$ cat src/rtl/arinc_tx_pkg.sv
package arinc_tx_pkg;
  localparam int unsigned WORD_W  = 32;
  localparam int unsigned HALF_W  = 16;
  localparam int unsigned LABEL_W = 8;

  typedef logic [WORD_W-1:0] word_t;
  typedef enum logic [1:0] {SQ_IDLE, SQ_BITS, SQ_GAP} seq_state_e;

  // Replace the top bit with parity over the rest when enabled.
  function automatic word_t apply_parity(input word_t w, input logic en, input logic even);
    word_t r;
    logic  rest_odd;
    r        = w;
    rest_odd = ^w[WORD_W-2:0];
    if (en) r[WORD_W-1] = even ? rest_odd : ~rest_odd;
    return r;
  endfunction

  // Arrange the word so that index 0 is the first bit on the wire.
  function automatic word_t to_wire_order(input word_t w);
    word_t r;
    for (int k = 0; k < WORD_W; k++) begin
      if (k < LABEL_W) r[k] = w[LABEL_W-1-k];
      else             r[k] = w[k];
    end
    return r;
  endfunction
endpackage

$ cat src/rtl/arinc_tx_loader.sv
module arinc_tx_loader import arinc_tx_pkg::*; (
  input  logic              clk,
  input  logic              rst_n,
  input  logic              load_lo,
  input  logic              load_hi,
  input  logic [HALF_W-1:0] host_data,
  output logic              push,
  output word_t             push_word
);
  logic [HALF_W-1:0] lo_q, lo_d;
  logic              pend_q, pend_d;

  always_comb begin
    push      = load_hi && pend_q;
    push_word = {host_data, lo_q};
    lo_d      = load_lo ? host_data : lo_q;
    if (load_lo)      pend_d = 1'b1;
    else if (load_hi) pend_d = 1'b0;
    else              pend_d = pend_q;
  end

  always_ff @(posedge clk or negedge rst_n) begin
    if (!rst_n) begin
      lo_q   <= '0;
      pend_q <= 1'b0;
    end else begin
      lo_q   <= lo_d;
      pend_q <= pend_d;
    end
  end

  // a high strobe always consumes the pending low half
  p_hi_consumes_lo_r2: assert property (@(posedge clk) disable iff (!rst_n)
    (load_hi && !load_lo) |=> !pend_q);
  // a commit is only possible after a low strobe was seen
  p_commit_after_lo_r1: assert property (@(posedge clk) disable iff (!rst_n)
    $rose(pend_q) |-> $past(load_lo));
endmodule

$ cat src/rtl/arinc_tx_fifo.sv
module arinc_tx_fifo #(
  parameter int unsigned DEPTH = 32,
  parameter int unsigned W     = 32
) (
  input  logic                       clk,
  input  logic                       rst_n,
  input  logic                       push,
  input  logic [W-1:0]               push_word,
  input  logic                       pop,
  output logic [W-1:0]               head_word,
  output logic [$clog2(DEPTH):0]     count
);
  localparam int unsigned AW = $clog2(DEPTH);
  localparam int unsigned CW = AW + 1;

  logic [W-1:0]  mem [DEPTH];
  logic [AW-1:0] wr_q, wr_d, rd_q, rd_d;
  logic [CW-1:0] cnt_q, cnt_d;
  logic          do_push, do_pop;

  always_comb begin
    do_pop  = pop && (cnt_q != '0);
    do_push = push && ((cnt_q != CW'(DEPTH)) || do_pop);
    wr_d    = wr_q;
    rd_d    = rd_q;
    if (do_push) wr_d = (wr_q == AW'(DEPTH-1)) ? '0 : wr_q + 1'b1;
    if (do_pop)  rd_d = (rd_q == AW'(DEPTH-1)) ? '0 : rd_q + 1'b1;
    cnt_d = cnt_q;
    if (do_push && !do_pop)      cnt_d = cnt_q + 1'b1;
    else if (do_pop && !do_push) cnt_d = cnt_q - 1'b1;
  end

  always_ff @(posedge clk or negedge rst_n) begin
    if (!rst_n) begin
      wr_q  <= '0;
      rd_q  <= '0;
      cnt_q <= '0;
    end else begin
      wr_q  <= wr_d;
      rd_q  <= rd_d;
      cnt_q <= cnt_d;
    end
  end

  always_ff @(posedge clk) begin
    if (do_push) mem[wr_q] <= push_word;
  end

  assign head_word = mem[rd_q];
  assign count     = cnt_q;

  // a commit into a full queue without a pop leaves it full, no growth
  p_no_overflow_r3: assert property (@(posedge clk) disable iff (!rst_n)
    (cnt_q == CW'(DEPTH) && push && !pop) |=> (cnt_q == CW'(DEPTH)));
  // popping an empty queue does not wrap the count
  p_no_underflow_r3: assert property (@(posedge clk) disable iff (!rst_n)
    (cnt_q == '0 && pop && !push) |=> (cnt_q == '0));
endmodule

$ cat src/rtl/arinc_tx_bit_timer.sv
module arinc_tx_bit_timer #(
  parameter int unsigned DIV_FAST = 10,
  parameter int unsigned DIV_SLOW = 80
) (
  input  logic clk,
  input  logic rst_n,
  input  logic run,
  input  logic slow,
  output logic bit_end,
  output logic first_half
);
  localparam int unsigned DIV_MAX = (DIV_SLOW > DIV_FAST) ? DIV_SLOW : DIV_FAST;
  localparam int unsigned PH_W    = $clog2(DIV_MAX);

  logic [PH_W-1:0] phase_q, phase_d, div_last, div_half;

  always_comb begin
    div_last   = slow ? PH_W'(DIV_SLOW - 1) : PH_W'(DIV_FAST - 1);
    div_half   = slow ? PH_W'(DIV_SLOW / 2) : PH_W'(DIV_FAST / 2);
    bit_end    = run && (phase_q == div_last);
    first_half = phase_q < div_half;
    if (!run || bit_end) phase_d = '0;
    else                 phase_d = phase_q + 1'b1;
  end

  always_ff @(posedge clk or negedge rst_n) begin
    if (!rst_n) phase_q <= '0;
    else        phase_q <= phase_d;
  end

  // the phase never passes the last clock of the selected bit time
  p_phase_in_range_r4: assert property (@(posedge clk) disable iff (!rst_n)
    phase_q <= div_last);
  // an idle timer rests at phase zero so every word starts on a bit boundary
  p_idle_at_zero_r4: assert property (@(posedge clk) disable iff (!rst_n)
    !run |=> (phase_q == '0));
endmodule

$ cat src/rtl/arinc_tx_sequencer.sv
module arinc_tx_sequencer import arinc_tx_pkg::*; #(
  parameter int unsigned GAP_BITS = 4
) (
  input  logic  clk,
  input  logic  rst_n,
  input  logic  tx_en,
  input  logic  fifo_empty,
  input  word_t fifo_word,
  input  logic  par_en,
  input  logic  par_even,
  input  logic  slow_rate,
  input  logic  bit_end,
  input  logic  first_half,
  output logic  pop,
  output logic  run,
  output logic  slow_q,
  output logic  drive_hi,
  output logic  drive_lo
);
  localparam int unsigned CNT_TOP = (WORD_W > GAP_BITS) ? WORD_W : GAP_BITS;
  localparam int unsigned CNT_W   = $clog2(CNT_TOP);

  seq_state_e       state_q, state_d;
  logic [CNT_W-1:0] cnt_q, cnt_d;
  word_t            sh_q, sh_d;
  logic             slow_d;

  always_comb begin
    state_d = state_q;
    cnt_d   = cnt_q;
    sh_d    = sh_q;
    slow_d  = slow_q;
    pop     = 1'b0;
    unique case (state_q)
      SQ_IDLE: begin
        if (tx_en && !fifo_empty) begin
          pop     = 1'b1;
          sh_d    = to_wire_order(apply_parity(fifo_word, par_en, par_even));
          slow_d  = slow_rate;
          cnt_d   = '0;
          state_d = SQ_BITS;
        end
      end
      SQ_BITS: begin
        if (bit_end) begin
          sh_d = sh_q >> 1;
          if (cnt_q == CNT_W'(WORD_W - 1)) begin
            cnt_d   = '0;
            state_d = SQ_GAP;
          end else begin
            cnt_d = cnt_q + 1'b1;
          end
        end
      end
      SQ_GAP: begin
        if (bit_end) begin
          if (cnt_q == CNT_W'(GAP_BITS - 1)) begin
            cnt_d   = '0;
            state_d = SQ_IDLE;
          end else begin
            cnt_d = cnt_q + 1'b1;
          end
        end
      end
      default: state_d = SQ_IDLE;
    endcase
  end

  always_ff @(posedge clk or negedge rst_n) begin
    if (!rst_n) begin
      state_q <= SQ_IDLE;
      cnt_q   <= '0;
      sh_q    <= '0;
      slow_q  <= 1'b0;
    end else begin
      state_q <= state_d;
      cnt_q   <= cnt_d;
      sh_q    <= sh_d;
      slow_q  <= slow_d;
    end
  end

  always_comb begin
    run      = (state_q != SQ_IDLE);
    drive_hi = (state_q == SQ_BITS) && first_half && sh_q[0];
    drive_lo = (state_q == SQ_BITS) && first_half && !sh_q[0];
  end

  // the two drive levels are mutually exclusive
  p_rz_exclusive_r5: assert property (@(posedge clk) disable iff (!rst_n)
    !(drive_hi && drive_lo));
  // no pulse in the second half of a bit
  p_rz_second_half_r5: assert property (@(posedge clk) disable iff (!rst_n)
    !first_half |-> !(drive_hi || drive_lo));
  // a word only starts when transmission was enabled
  p_start_needs_en_r9: assert property (@(posedge clk) disable iff (!rst_n)
    $rose(run) |-> $past(tx_en));
  // the rate in use is frozen for the whole word and its null
  p_rate_frozen_r4: assert property (@(posedge clk) disable iff (!rst_n)
    (run && $past(run)) |-> $stable(slow_q));
  // the inter-word null keeps both drives low
  p_null_in_gap_r8: assert property (@(posedge clk) disable iff (!rst_n)
    (state_q == SQ_GAP) |-> !(drive_hi || drive_lo));
endmodule

$ cat src/rtl/arinc_tx_core.sv
module arinc_tx_core import arinc_tx_pkg::*; #(
  parameter int unsigned FIFO_DEPTH = 32,
  parameter int unsigned DIV_FAST   = 10,
  parameter int unsigned DIV_SLOW   = 80,
  parameter int unsigned GAP_BITS   = 4
) (
  input  logic              clk,
  input  logic              rst_n,
  input  logic [HALF_W-1:0] host_data,
  input  logic              load_lo,
  input  logic              load_hi,
  input  logic              tx_en,
  input  logic              par_en,
  input  logic              par_even,
  input  logic              slow_rate,
  input  logic              selftest,
  output logic              line_hi,
  output logic              line_lo,
  output logic              loop_hi,
  output logic              loop_lo,
  output logic              tx_ready,
  output logic              empty,
  output logic              half_n,
  output logic              full_n
);
  localparam int unsigned CNT_W = $clog2(FIFO_DEPTH) + 1;

  logic             push, pop, run, slow_q, bit_end, first_half;
  logic             drive_hi, drive_lo, fifo_empty;
  word_t            push_word, head_word;
  logic [CNT_W-1:0] count;

  arinc_tx_loader u_loader (
    .clk       (clk),
    .rst_n     (rst_n),
    .load_lo   (load_lo),
    .load_hi   (load_hi),
    .host_data (host_data),
    .push      (push),
    .push_word (push_word)
  );

  arinc_tx_fifo #(.DEPTH(FIFO_DEPTH), .W(WORD_W)) u_fifo (
    .clk       (clk),
    .rst_n     (rst_n),
    .push      (push),
    .push_word (push_word),
    .pop       (pop),
    .head_word (head_word),
    .count     (count)
  );

  arinc_tx_bit_timer #(.DIV_FAST(DIV_FAST), .DIV_SLOW(DIV_SLOW)) u_timer (
    .clk        (clk),
    .rst_n      (rst_n),
    .run        (run),
    .slow       (slow_q),
    .bit_end    (bit_end),
    .first_half (first_half)
  );

  arinc_tx_sequencer #(.GAP_BITS(GAP_BITS)) u_seq (
    .clk        (clk),
    .rst_n      (rst_n),
    .tx_en      (tx_en),
    .fifo_empty (fifo_empty),
    .fifo_word  (head_word),
    .par_en     (par_en),
    .par_even   (par_even),
    .slow_rate  (slow_rate),
    .bit_end    (bit_end),
    .first_half (first_half),
    .pop        (pop),
    .run        (run),
    .slow_q     (slow_q),
    .drive_hi   (drive_hi),
    .drive_lo   (drive_lo)
  );

  always_comb begin
    fifo_empty = (count == '0);
    empty      = fifo_empty;
    half_n     = !(count >= CNT_W'(FIFO_DEPTH / 2));
    full_n     = !(count == CNT_W'(FIFO_DEPTH));
    tx_ready   = fifo_empty && !run;
    line_hi    = drive_hi && !selftest;
    line_lo    = drive_lo && !selftest;
    loop_hi    = drive_hi && selftest;
    loop_lo    = drive_lo && selftest;
  end

  // an accepted commit drops the ready flag in the next cycle
  p_ready_low_after_load_r10: assert property (@(posedge clk) disable iff (!rst_n)
    (push && full_n) |=> !tx_ready);
  // self test silences the line outputs
  p_selftest_quiet_r11: assert property (@(posedge clk) disable iff (!rst_n)
    selftest |-> !(line_hi || line_lo));
  // a full queue is never reported empty, and full implies half full
  p_flag_order_r3: assert property (@(posedge clk) disable iff (!rst_n)
    !full_n |-> (!half_n && !empty));
endmodule

$ cat config.mk
export PLATFORM = sky130hd
export DESIGN_NAME = arinc_tx_core
export DESIGN_NICKNAME = d
export VERILOG_FILES = /design/src/rtl/arinc_tx_pkg.sv /design/src/rtl/arinc_tx_loader.sv /design/src/rtl/arinc_tx_fifo.sv /design/src/rtl/arinc_tx_bit_timer.sv /design/src/rtl/arinc_tx_sequencer.sv /design/src/rtl/arinc_tx_core.sv
export SDC_FILE = /design/constraint.sdc
export NUM_CORES = 1
export LEC_CHECK = 0
export BUFFER_PORTS_ARGS = -buffer_cell sky130_fd_sc_hd__clkbuf_2
export CAP_MARGIN = 5
export CORE_AREA = 2 2 357 359
export CTS_BUF_LIST = sky130_fd_sc_hd__clkbuf_16
export CTS_CLUSTER_SIZE = 40
export DETAILED_ROUTE_END_ITERATION = 8
export DIE_AREA = 0 0 359 361
export PLACE_DENSITY_LB_ADDON = 0.12
export SKIP_LAST_GASP = 1
export SYNTH_ARGS = -nofsm -noshare
export SYNTH_HDL_FRONTEND = slang
export SYNTH_SLANG_ARGS = --single-unit
export TNS_END_PERCENT = 50
$ cat constraint.sdc
create_clock -name clk -period 8.4 [get_ports clk]
set_input_delay 2.52 -clock clk [delete_from_list [all_inputs] [get_ports clk]]
set_output_delay 2.52 -clock clk [all_outputs]
set_load 0.01 [all_outputs]
==> results.json, run 1 <==
{
  "fin_crit_sh": 0.656,
  "fill_cells": 11100,
  "total_leakage_power_nw": 15.9,
  "worstPathRequired_ns": 5.88,
  "ys_seq_elements": 1104,
  "crit_arrival_ns": 2.99,
  "crit_cells": 3,
  "num_rows": 130,
  "netlist_instances": 2096,
  "cpLargestDelayFamily": "buffers and inverters",
  "core_mm2": 0.125,
  "numPortBuffers": 32,
  "via_per_inst": 5.35,
  "cp_slowest_cell": "nor3b_1",
  "clock_path_buffers": 3,
  "synth_edf_count": 1024,
  "max-slew-margin-rel": 0.163,
  "max_stage_delay_ns": 0.20,
  "fin_worst_skew_ns": 0.0303,
  "ys_seq_area_frac": 0.751,
  "maxSlewViolCount": 0,
  "cts_root_buf": "clkbuf_16",
  "cap_violations": 0,
  "die_y_um": 361,
  "cp_num_buf_inv": 2,
  "clock_latency_ns": 0.74,
  "ir_drop_mv": 0.613,
  "wirelength_mm": 123,
  "path_cells": "clkbuf_2, nor3b_1, clkbuf_2",
  "vias": 21000,
  "antenna_found_initial": 9,
  "grt_max_degree": 82,
  "min_path_type": "reg -> reg",
  "finalPower_mw": 17.8,
  "ctsHoldBuffers": 0,
  "cts-resized-gates": 0,
  "r2r_cells": 12,
  "worst_pin_slew_ns": 1.25,
  "cts.sinks": 1104,
  "syn_area_mm2": 0.0436,
  "grt_pass1_vias": 21500,
  "status": "finished clean",
  "hold_viol": 0,
  "ant_nets": 0,
  "final_util": 0.394,
  "dr.pass1.iters": 6,
  "die_w_um": 359,
  "setup_viol": 0,
  "async_reset_ff_frac": 0.0725,
  "route.detailed.drc": 0,
  "wl_per_cell_um": 31.3,
  "grt_first_pass_wirelength_mm": 172,
  "grt_overflow": 0,
  "globalRouteTotalUtil": 0.189,
  "startpoint_type": "primary input",
  "syn2layout_area_growth_pct": 13.4,
  "drive_above_1_share": 0.236,
  "synth-main-ff-cell": "edfxtp_1",
  "post_synth_main_area_contributors": "edfxtp_1, mux4_2, dfrtp_1",
  "critPathKind": "in -> out",
  "post_cts_buffers": 0,
  "cp-end-kind": "output pin",
  "min_period_ns": 5.51,
  "fmax_ghz": 0.182,
  "ios": 33,
  "cts_tree": "built",
  "path_clk_slew_ns": 0.06,
  "synthesis.nets": 2144,
  "setup_ws_ns": 2.89,
  "power_density_mw_per_mm2": 360,
  "nets": 2220,
  "cts_made_buffers": 116,
  "die_area_mm2": 0.130,
  "crit_top_cell": "clkbuf_2",
  "hold-path-cell-count": 2,
  "gp_congestion": 0.825,
  "hpwlAfterDp_mm": 76.4,
  "synth_cell_types": 54,
  "finalSetupTns_ns": 0,
  "dr.first_iter.drc_count": 2507,
  "yosys.area.top_type": "edfxtp_1",
  "rsz0062_at_grt": "no",
  "dp_worst_setup_slack_ns": 1.60,
  "yosysWarnings": 0,
  "whs_ns": 0.481,
  "syn_area_per_cell_um2": 20.8,
  "start_util": 0.348,
  "path_max_fanout": 4,
  "cts.htree.levels": 3,
  "synth_top_area_frac": 0.705
}
[layout make-up]
cell class / instances / area, um2 / share of cell area
inverter: 18 / 67.6 / 0.00137
multi-input combinational: 861 / 10200 / 0.207
tap: 1650 / 2060 / 0.0418
clock buffer: 116 / 2900 / 0.0587
sequential: 1104 / 32800 / 0.663
clock inverter: 103 / 875 / 0.0177
antenna: 3 / 7.51 / 0.000152
timing repair buffer: 71 / 518 / 0.0105
[worst paths after layout]
kind	start	to	slack, ns
worst max-delay path	selftest	line_lo	2.89
worst min-delay path	u_seq.sh_q[3]	u_seq.sh_q[3]	0.48
worst max register to register	u_fifo.rd_q[1]	u_seq.sh_q[31]	3.65
worst min register to register	u_seq.sh_q[3]	u_seq.sh_q[3]	0.48
max in group asynchronous	rst_n	u_loader.lo_q[4]	5.40
min in group asynchronous	rst_n	u_fifo.rd_q[3]	1.77
[cells by family after synthesis]
| group | synth area share |
|---|---|
| DFF | 0.751 |
| and+or+nand+nor | 0.0190 |
| xor gates and xnor gates | 0.00961 |
| adders and majority gates | 0.00677 |
| AOI/OAI and AO/OA | 0.0390 |
| buffers and inverters | 0.0209 |
| muxes | 0.154 |
[state kept, by name, summed over array words and instances (netlist names)]
name	count
u_seq.sh_q	32
u_seq.cnt_q	5
u_timer.phase_q	7
u_fifo.count	6
u_loader.lo_q	16
u_loader.pend_q	1
u_seq.state_q	2
u_seq.slow_q	1
u_fifo.wr_q	5
u_fifo.mem	1024
u_fifo.rd_q	5
[placed cells by master, fill, tap and decap left out, drive strengths merged, types with 18 or more instances in the layout]
cell type / instances
ha: 22
mux4: 241
dfrtp: 80
a31oi: 18
nand2: 80
a22oi: 34
mux2: 22
o21ai: 49
buf: 40
nor2: 73
clkbuf: 147
xnor2: 27
a221oi: 38
inv: 43
a21oi: 59
edfxtp: 1024
mux2i: 92
clkinv: 63
[routing by layer]
metal	global-route usage	routed length (um)
met5	0	0
met2	0.303	58000
met1	0.260	53100
met3	0.0454	8950
met4	0.0506	2700
[stage by stage]
stage | instance area, um2 | std cells
floorplan | 43600 | 2096
global placement | 45700 | 3703
detailed placement | 45700 | 3703
CTS | 49400 | 3922
global route | 49400 | 3923
finish | 49400 | 3926
[worst min-delay path, delay by kind of cell, from the launching register on]
kind / cells / cell delay, ns
compound gates: 1 / 0.06
flops: 1 / 0.34
simple gates: 1 / 0.05
[where the power goes]
part	leakage, nW	internal (mW)	switching [mW]	total, mW
clock	1.94	2.91	2.17	5.08
combinational	3.81	2.57	3.42	5.99
sequential	10.2	6.37	0.348	6.72
[synth_stat cells (5+ instances only)]
| master | count |
|---|---|
| edfxtp_1 | 1024 |
| a221o_1 | 9 |
| a31oi_1 | 18 |
| o22a_1 | 9 |
| nor2_1 | 73 |
| nand3_1 | 12 |
| dfrtp_1 | 80 |
| o211a_1 | 14 |
| and3_1 | 5 |
| buf_4 | 18 |
| buf_8 | 6 |
| o21ai_0 | 48 |
| mux2i_1 | 92 |
| mux2_2 | 22 |
| buf_6 | 25 |
| a221oi_1 | 38 |
| ha_1 | 22 |
| xnor2_1 | 23 |
| a21oi_1 | 59 |
| clkbuf_1 | 34 |
| buf_2 | 18 |
| inv_1 | 18 |
| nand2_1 | 80 |
| and2_1 | 7 |
| buf_1 | 6 |
| a22oi_1 | 34 |
| mux4_1 | 29 |
| mux4_2 | 212 |
| xor2_1 | 7 |
(Power assumes the default switching activity.)
==> run 2, diff against run 1 <==
- ABC_AREA: not set -> 1
- CORE_AREA: 2 2 357 359 -> 2 2 368 370
- DIE_AREA: 0 0 359 361 -> 0 0 370 372
- clock period: 8.4 -> 5.5 ns (I/O delays scaled with it)
==> results.json, run 2 <==
{
  "cts-resized-gates": 0,
  "top_register": "u_fifo.mem",
  "setup_viol": 0,
  "timing.rr.start": "u_fifo.rd_q[0]",
  "synth_top_family_by_area": "simple AND/OR/NAND/NOR gates",
  "synth_cell_types": 37,
  "synth_top_area_frac": 0.661,
  "start_util": 0.346,
  "vias": 31300,
  "core_mm2": 0.134,
  "path_max_fanout": 4,
  "async_reset_ff_frac": 0.0725,
  "die_w_um": 370,
  "rsz0062_at_grt": "no",
  "min_path_type": "reg -> reg",
  "yosysWarnings": 0,
  "startpoint_type": "flop",
  "synth_compound_area_frac": 0.0162,
  "cp-end-kind": "output pin",
  "dr.first_iter.drc_count": 2830,
  "yosys.area_share.simple": 0.234,
  "numPortBuffers": 32,
  "antenna_found_initial": 1,
  "syn_area_per_cell_um2": 11.0,
  "nets": 4262,
  "grt_overflow": 0,
  "yosys.area.top_type": "edfxtp_1",
  "grt_first_pass_wirelength_mm": 217,
  "cts.htree.levels": 3,
  "via_per_inst": 5.14,
  "worstPathRequired_ns": 3.85,
  "synth_xor_area_frac": 0.00188,
  "layout.cells.non_filler": 6094,
  "grt_max_degree": 193,
  "clock_latency_ns": 0.72,
  "cts_made_buffers": 119,
  "largestRegisters": "u_fifo.mem: 1024 flops, u_seq.sh_q: 32 flops, u_loader.lo_q: 16 flops",
  "synth_mux_area_frac": 0,
  "path_cells": "or2_2, nor2_1, o21bai_1, a211o_1, a2111oi_0, nand2_1, nor2_1, clkbuf_2",
  "max_stage_delay_ns": 0.59,
  "finalSetupTns_ns": 0,
  "fin_crit_sh": 0.819,
  "fmax_ghz": 0.222,
  "ys_seq_area_frac": 0.704,
  "ctsHoldBuffers": 0,
  "startpoint": "u_seq.slow_q",
  "ant_nets": 0,
  "globalRouteTotalUtil": 0.217,
  "worst_pin_slew_ns": 1.31,
  "maxSlewViolCount": 0,
  "final_util": 0.391,
  "route.detailed.drc": 0,
  "cts_root_buf": "clkbuf_16",
  "drive_above_1_share": 0.0740,
  "cts_tree": "built",
  "synth.most_common_cell": "nand2_1",
  "hold_viol": 0,
  "synth_fa_ha_area_frac": 0.00635,
  "status": "finished clean",
  "synth_edf_count": 1024,
  "wirelength_mm": 150,
  "cap_violations": 0,
  "ir_drop_mv": 0.247,
  "final_cell_mix": "nand2_1, edfxtp_1, nand3_1, clkbuf_16, o21ai_0",
  "ios": 33,
  "syn2layout_area_growth_pct": 12.9,
  "cp_slowest_cell": "a2111oi_0",
  "syn_area_mm2": 0.0465,
  "max-slew-margin-rel": 0.125,
  "cts.sinks": 1104,
  "dp_cells": 5874,
  "fin_worst_skew_ns": 0.0344,
  "min_period_ns": 4.50,
  "dr.pass1.iters": 7,
  "total_leakage_power_nw": 19.6,
  "netlist_instances": 4214,
  "wl_per_cell_um": 24.7,
  "synth-main-ff-cell": "edfxtp_1",
  "path_clk_slew_ns": 0.06,
  "hpwlAfterDp_mm": 78.1,
  "post_synth_main_area_contributors": "edfxtp_1, nand2_1, nand3_1",
  "crit_top_cell": "nor2_1",
  "synth_common_cells": "nand2_1, edfxtp_1, nand3_1",
  "num_rows": 135,
  "die_area_mm2": 0.138,
  "post_cts_buffers": 0,
  "largest_reg_flops": 1024,
  "crit_arrival_ns": 2.85,
  "diodes": 0,
  "mostFrequentLayoutCell": "nand2_1",
  "die_y_um": 372,
  "rrSetupSlack_ns": 1.48,
  "power_density_mw_per_mm2": 347,
  "clock_path_buffers": 3,
  "ys_seq_elements": 1104,
  "gp_congestion": 0.777,
  "grt_pass1_vias": 30300,
  "holdCritStartpoint": "u_seq.sh_q[7]",
  "synthesis.nets": 4262,
  "critPathKind": "reg -> out"
}
[run 2: worst max-delay path, delay by kind of cell (launching register included)]
family          cells  cell delay (ns)
compound gates      3             0.92
buf+inv             1             0.14
flops               1             0.40
simple gates        4             0.69
[run 2: power by group]
| group | switching, mW | internal (mW) | total [mW] | leakage, nW |
|---|---|---|---|---|
| registers | 0.202 | 9.56 | 9.77 | 10.3 |
| logic | 0.686 | 0.200 | 0.886 | 7.44 |
| clock network | 3.36 | 4.23 | 7.58 | 1.90 |
| total | 4.25 | 14.0 | 18.2 | 19.6 |
[run 2: stage by stage]
step	hold slack (ns)	power (mW)	cell area [um2]	setup WS, ns
floorplan	0.448	10.3	46500	0.615
global placement	0.467	10.8	48900	0.771
detailed placement	0.470	10.8	48900	0.775
CTS	0.485	18.4	52500	0.875
global route	0.516	18.8	52500	0.604
finish	0.481	18.2	52500	0.996
[run 2: cells by family after synthesis]
kind of cell,count (synthesis)
AND/OR/NAND/NOR,2615
flip-flops,1104
adder cells (fa/ha/maj),23
XOR/XNOR,10
buffers and inverters,320
AO/OA/AOI/OAI,142
[run 2: final timing paths]
| kind | endpoint | cells after the start |
|---|---|---|
| setup / recovery | line_hi | 8 |
| hold / removal | u_seq.sh_q[7] | 2 |
| setup reg to reg | u_seq.sh_q[31] | 24 |
| hold reg to reg | u_seq.sh_q[7] | 2 |
| max in group asynchronous | u_seq.sh_q[25] | 2 |
| min in group asynchronous | u_loader.lo_q[7] | 1 |
[run 2: area by class of cell]
cell class              count  area [um2]
clock buffers             121        3030
repair buffers            122        1300
inverters                  77         329
clock inverters            99         604
fillers                 13100       81800
multi-input cells        2790       12200
well taps                1781        2230
flip-flops and latches   1104       32800
[run 2: per-layer routing]
layer,global-route usage,part of all wire,wire length [um],up-vias
li1,-,-,-,14500
met1,0.302,0.46,68900,15900
met2,0.365,0.48,72500,708
met3,0.0224,0.039,5920,169
met4,0.0534,0.020,3070,0
met5,0,0,0,-
